===== src/rtl/dac_od_pkg.sv =====
package dac_od_pkg;

    localparam int CODE_W   = 7;
    localparam int STEP_189 = 21;
    localparam int STEP_220 = 18;

    typedef logic [CODE_W-1:0] code_t;

    typedef enum logic {DIR_UP = 1'b0, DIR_DOWN = 1'b1} dir_e;

    typedef struct packed {
        logic  changed;
        dir_e  dir;
        code_t od_code;
    } od_plan_t;

    function automatic code_t od_step(input logic sel);
        return sel ? code_t'(STEP_220) : code_t'(STEP_189);
    endfunction

    function automatic code_t od_shift(input code_t c, input code_t d, input dir_e dir);
        logic [CODE_W:0] sum;
        sum = {1'b0, c} + {1'b0, d};
        if (dir == DIR_UP)
            return sum[CODE_W] ? '1 : sum[CODE_W-1:0];
        else
            return (c < d) ? '0 : code_t'(c - d);
    endfunction

endpackage


===== src/rtl/dac_od_calc.sv =====
module dac_od_calc
    import dac_od_pkg::*;
#(
    parameter int BASE_TICKS = 4,
    parameter int TIME_W     = 14
) (
    input  code_t             new_code,
    input  code_t             old_code,
    input  logic              lowpwr_wake,
    input  logic              step_sel,
    input  logic [2:0]        mul_up,
    input  logic [2:0]        mul_dn,
    input  logic [1:0]        dn_fac,
    output od_plan_t          plan,
    output logic [TIME_W-1:0] dur
);
    code_t             old_eff;
    code_t             step;
    code_t             diff;
    logic [TIME_W-1:0] base;
    logic [TIME_W-1:0] scaled;
    logic [TIME_W-1:0] extra;
    logic [2:0]        mul;

    always_comb begin
        old_eff      = lowpwr_wake ? '0 : old_code;
        step         = od_step(step_sel);
        plan.changed = (new_code != old_eff);
        plan.dir     = (new_code > old_eff) ? DIR_UP : DIR_DOWN;
        diff         = (plan.dir == DIR_UP) ? code_t'(new_code - old_eff)
                                            : code_t'(old_eff - new_code);
        base         = TIME_W'(diff) * TIME_W'(BASE_TICKS);
        mul          = (plan.dir == DIR_UP) ? mul_up : mul_dn;
        scaled       = (base * (TIME_W'(8) + TIME_W'(mul))) >> 3;
        extra        = (plan.dir == DIR_DOWN && new_code < step)
                       ? ((base * TIME_W'(dn_fac)) >> 2) : '0;
        dur          = scaled + extra;
        plan.od_code = od_shift(new_code, step, plan.dir);
    end
endmodule


===== src/rtl/dac_od_timer.sv =====
module dac_od_timer #(
    parameter int TIME_W = 14
) (
    input  logic              clk,
    input  logic              rst,
    input  logic              load,
    input  logic [TIME_W-1:0] load_val,
    input  logic              abort,
    output logic              busy,
    output logic              expire
);
    logic [TIME_W-1:0] cnt;

    always_ff @(posedge clk) begin
        if (rst)
            cnt <= '0;
        else if (load)
            cnt <= load_val;
        else if (abort)
            cnt <= '0;
        else if (cnt != '0)
            cnt <= cnt - 1'b1;
    end

    assign busy   = (cnt != '0);
    assign expire = (cnt == TIME_W'(1));
endmodule


===== src/rtl/dac_od_ctrl.sv =====
module dac_od_ctrl
    import dac_od_pkg::*;
#(
    parameter int BASE_TICKS = 4
) (
    input  logic       clk,
    input  logic       rst,
    input  logic       chan_en,
    input  logic       trig,
    input  logic [6:0] new_code,
    input  logic [6:0] old_code,
    input  logic       lowpwr_wake,
    input  logic       step_sel,
    input  logic       turbo_en,
    input  logic       glide_sel,
    input  logic [2:0] mul_up,
    input  logic [2:0] mul_dn,
    input  logic [1:0] dn_fac,
    output logic [6:0] dac_code,
    output logic       slew,
    output logic       glide_go
);
    localparam int TIME_W = CODE_W + $clog2(BASE_TICKS + 1) + 3;

    od_plan_t          plan;
    logic [TIME_W-1:0] dur;
    logic              busy;
    logic              expire;
    logic              trig_ok;
    logic              start_od;
    logic              abort;
    code_t             dac_q;
    code_t             target_q;
    logic              glide_q;

    dac_od_calc #(.BASE_TICKS(BASE_TICKS), .TIME_W(TIME_W)) u_calc (
        .new_code    (new_code),
        .old_code    (old_code),
        .lowpwr_wake (lowpwr_wake),
        .step_sel    (step_sel),
        .mul_up      (mul_up),
        .mul_dn      (mul_dn),
        .dn_fac      (dn_fac),
        .plan        (plan),
        .dur         (dur)
    );

    always_comb begin
        trig_ok  = trig & chan_en;
        start_od = trig_ok & ~glide_sel & turbo_en & plan.changed & ~busy;
        abort    = busy & (trig_ok | ~chan_en);
    end

    dac_od_timer #(.TIME_W(TIME_W)) u_timer (
        .clk      (clk),
        .rst      (rst),
        .load     (start_od),
        .load_val (dur),
        .abort    (abort),
        .busy     (busy),
        .expire   (expire)
    );

    always_ff @(posedge clk) begin
        if (rst) begin
            dac_q    <= '0;
            target_q <= '0;
            glide_q  <= 1'b0;
        end else begin
            glide_q <= 1'b0;
            if (!chan_en) begin
                if (busy) dac_q <= target_q;
            end else if (trig) begin
                if (glide_sel) begin
                    if (busy) dac_q <= target_q;
                    glide_q <= busy | plan.changed;
                end else if (busy) begin
                    dac_q    <= new_code;
                    target_q <= new_code;
                end else if (plan.changed) begin
                    target_q <= new_code;
                    dac_q    <= turbo_en ? plan.od_code : new_code;
                end
            end else if (expire) begin
                dac_q <= target_q;
            end
        end
    end

    assign dac_code = dac_q;
    assign slew     = busy;
    assign glide_go = glide_q;
endmodule


===== config.mk =====
export PLATFORM = sky130hd
export DESIGN_NAME = dac_od_ctrl
export DESIGN_NICKNAME = d
export VERILOG_FILES = /design/src/rtl/dac_od_pkg.sv /design/src/rtl/dac_od_calc.sv /design/src/rtl/dac_od_timer.sv /design/src/rtl/dac_od_ctrl.sv
export SDC_FILE = /design/constraint.sdc
export NUM_CORES = 1
export LEC_CHECK = 0
export BUFFER_PORTS_ARGS = -buffer_cell sky130_fd_sc_hd__buf_4
export CAP_MARGIN = 15
export CORE_UTILIZATION = 35
export DETAILED_ROUTE_END_ITERATION = 8
export GPL_TIMING_DRIVEN = 0
export PLACE_DENSITY = 0.59
export SLEW_MARGIN = 25
export SYNTH_ARGS = -nofsm -noshare
export SYNTH_HDL_FRONTEND = slang
export SYNTH_HIERARCHICAL = 1
export SYNTH_SLANG_ARGS = --single-unit

===== constraint.sdc =====
create_clock -name clk -period 11.2 [get_ports clk]
set_clock_uncertainty 0.15 [all_clocks]
set_input_delay 1.68 -clock clk [delete_from_list [all_inputs] [get_ports clk]]
set_output_delay 1.68 -clock clk [all_outputs]
set_load 0.05 [all_outputs]

==> metrics.cfg <==
[route]
drt_iter0_drc = 272
route.vias.total = 4323
drt_first_pass_iters = 7
drc = 2
routed_wl_um = 11600
viasPerCell = 5.37
wl_per_cell_um = 14.5
ant_nets = 0

[clock_tree]
root_buffer = clkbuf_16
path_clk_slew_ns = 0.07
cts_tree = yes
ctsHoldBuffers = 0
numCtsBuffers = 3
cts_max_level = 1
insertion_delay_ns = 0.26
cts.path.max_buffers = 2
cts_sinks = 28
cts-resized-gates = 0
post_cts_buffers = 0

[worst_setup_path]
cp_common_cell = ha_1
cpPeakStageDelay_ns = 0.58
worstSetupEndpointType = flip-flop
crit_path_start_kind = input pin
critPathLaunch = new_code[3]
r2r_start = u_timer/cnt[0]
crit_slowest_cell = mux2i_1
critPathMaxFanout = 10
critPathKind = in -> reg
worst-endpoint-required_ns = 11.21
arrival_ns = 8.40

[final_layout]
diodes = 0
final_layout_size_suffix_gt1_share_pct = 13.0
area_delta_synth_final_pct = 13.4
final_nets = 738
final_util_pct = 40.8

[timing]
setup_slack_ns = 2.81
worstMarginPinSlew_ns = 0.960
max_freq_mhz = 119
layout_min_cycle_time_ns = 8.39
hold_viol_final = 0
finalCritPeriodShare_pct = 74.9
setup_tns_ns = 0
drv_slew = 0
relSlewSlack_pct = 35.4
setup_viol = 0
rsz0062_at_grt = false
hold_slack_ns = 0.345

[logic_synthesis]
yosysTopAreaCell = ha_1
synth_warnings = 6
synth_top_area_share_pct = 16.0
synth_edf_count = 0
postSynthCellCount = 590
ys.flop_type = dfxtp_1
synthesis.area_mm2 = 0.00454
ys_types = 76
synth_area_leaders = ha_1 16%, dfxtp_1 12%, fa_1 7.1%, inv_1 5.4%, a21oi_1 4.6%
ys_seq_area_share_pct = 12.3
synth_async_sr_flop_share_pct = 0
synth_area_per_cell_um2 = 7.70
ys_seq_elements = 28

[power_and_ir_drop]
power_density_mw_per_mm2 = 206
power_mw = 1.06
p_leak_nw = 2.34
vdd_drop_max_uv = 81.7

[grt]
gr-total-overflow = 0
grt_pass1_wl_um = 19700
grt_use_total_pct = 17.9
antenna_found_initial = 0
grt_pass1_vias = 4336
grt_max_degree = 17

[placed_design]
gp_congestion = 0.882
dpl_worst_slack_ns = 2.56
dp_hpwl_um = 9510
port_buffers = 38

[die]
start_util_pct = 36.0
design.die.area_mm2 = 0.0134
io_pins = 39
core-area_mm2 = 0.0126
fp-row-count = 41
fp.dieH_um = 116
die_x_um = 116

[status]
outcome = complete, but fails checks
violations = design-rule violations

[hold_path]
hp-class = reg -> reg
hp-start = target_q[0]

[run]
cap_viol_max_count = 0

path summary, 6_finish.rpt:
kind | endpoint | slack, ns | cells past startpoint
hold reg to reg | target_q[0] | 0.34 | 2
hold / removal | target_q[0] | 0.34 | 2
setup / recovery | u_timer/cnt[9] | 2.81 | 29
setup reg to reg | u_timer/cnt[8] | 7.60 | 11
cell families (layout without fill, tap and decap cells):
| kind of cell | Yosys count | count (layout) | share of synthesized area, % |
|---|---|---|---|
| XOR/XNOR | 23 | 23 | 4.60 |
| AND/OR/NAND/NOR | 199 | 199 | 22.8 |
| adder cells (fa/ha/maj) | 74 | 74 | 23.0 |
| buffers and inverters | 89 | 131 | 9.04 |
| flip-flops | 28 | 28 | 12.3 |
| AO/OA/AOI/OAI | 157 | 157 | 23.8 |
| multiplexers | 19 | 19 | 4.30 |
| other | 1 | 2 | 0.0826 |
metal layers:
layer	part of all wire, %	up-vias	GRT usage [%]	wire, um
li1	-	2176	-	-
met1	46	2047	22.3	5360
met2	49	86	32.7	5750
met3	3.0	14	2.09	347
met4	1.5	0	4.44	172
met5	0	-	0	0
cell usage in the layout (no fill, tap or decap), types with 8 or more instances in the layout:
master    count
inv_1        65
ha_1         58
nor2_1       54
nand2_1      47
buf_4        43
a21oi_1      42
o21ai_0      28
dfxtp_1      28
xnor2_1      19
fa_1         16
mux2i_1      15
nor2b_1      14
nand2b_1     13
and2_1       13
a32o_1       10
a21o_1        9
nor3_1        8
final cells by class:
cell class                      count  area, um^2
Tap cell                          172         215
Buffer                             23         163
Sequential cell                    28         561
Inverter                           66         248
Multi-Input combinational cell    474        3570
Timing Repair Buffer               38         285
Clock buffer                        3        75.1
Clock inverter                      1        30.0
Fill cell                        1328        7470
report_power, final:
part / internal (mW) / switching [mW] / leakage, nW
Sequential: 0.115 / 0.0153 / 0.229
Clock: 0.0713 / 0.0373 / 0.0511
Combinational: 0.351 / 0.470 / 2.06
state kept, by name, indices dropped and copies added, names as in the netlist:
name and count:
target_q 7, glide_go 1, u_timer/cnt 13, dac_code 7
synth_stat cells, types with 4 or more instances:
master / count
nor2b_1: 14
buf_4: 5
xnor2_1: 19
a21o_1: 9
nand2_1: 47
buf_2: 6
and3_1: 4
fa_1: 16
o211ai_1: 5
mux2i_1: 15
inv_1: 65
dfxtp_1: 28
nand4_1: 5
a211oi_2: 4
buf_6: 5
a31oi_1: 7
a21oi_1: 42
clkbuf_1: 4
a211oi_1: 7
nor4_1: 6
o21a_1: 6
nor2_1: 54
ha_1: 58
nand2b_1: 13
nor3b_1: 4
o21ai_0: 28
a32o_1: 10
and2_1: 13
a21boi_0: 4
o41ai_1: 4
nand3_1: 6
nor3_1: 8
worst max-delay path: cells and delay by family:
kind	cells	cell delay, ns
adders and majority gates	6	2.19
AOI/OAI and AO/OA	7	1.73
buffers and inverters	8	1.16
and+or+nand+nor	5	0.75
muxes	1	0.58
xor gates and xnor gates	2	0.28
stage by stage:
stage / cells / instance area [um^2]
after detailed placement: 801 / 5050
after global placement: 801 / 5050
after floorplan: 591 / 4550
after global routing: 805 / 5150
after CTS: 805 / 5150
final: 805 / 5150
(Power assumes the default switching activity.)
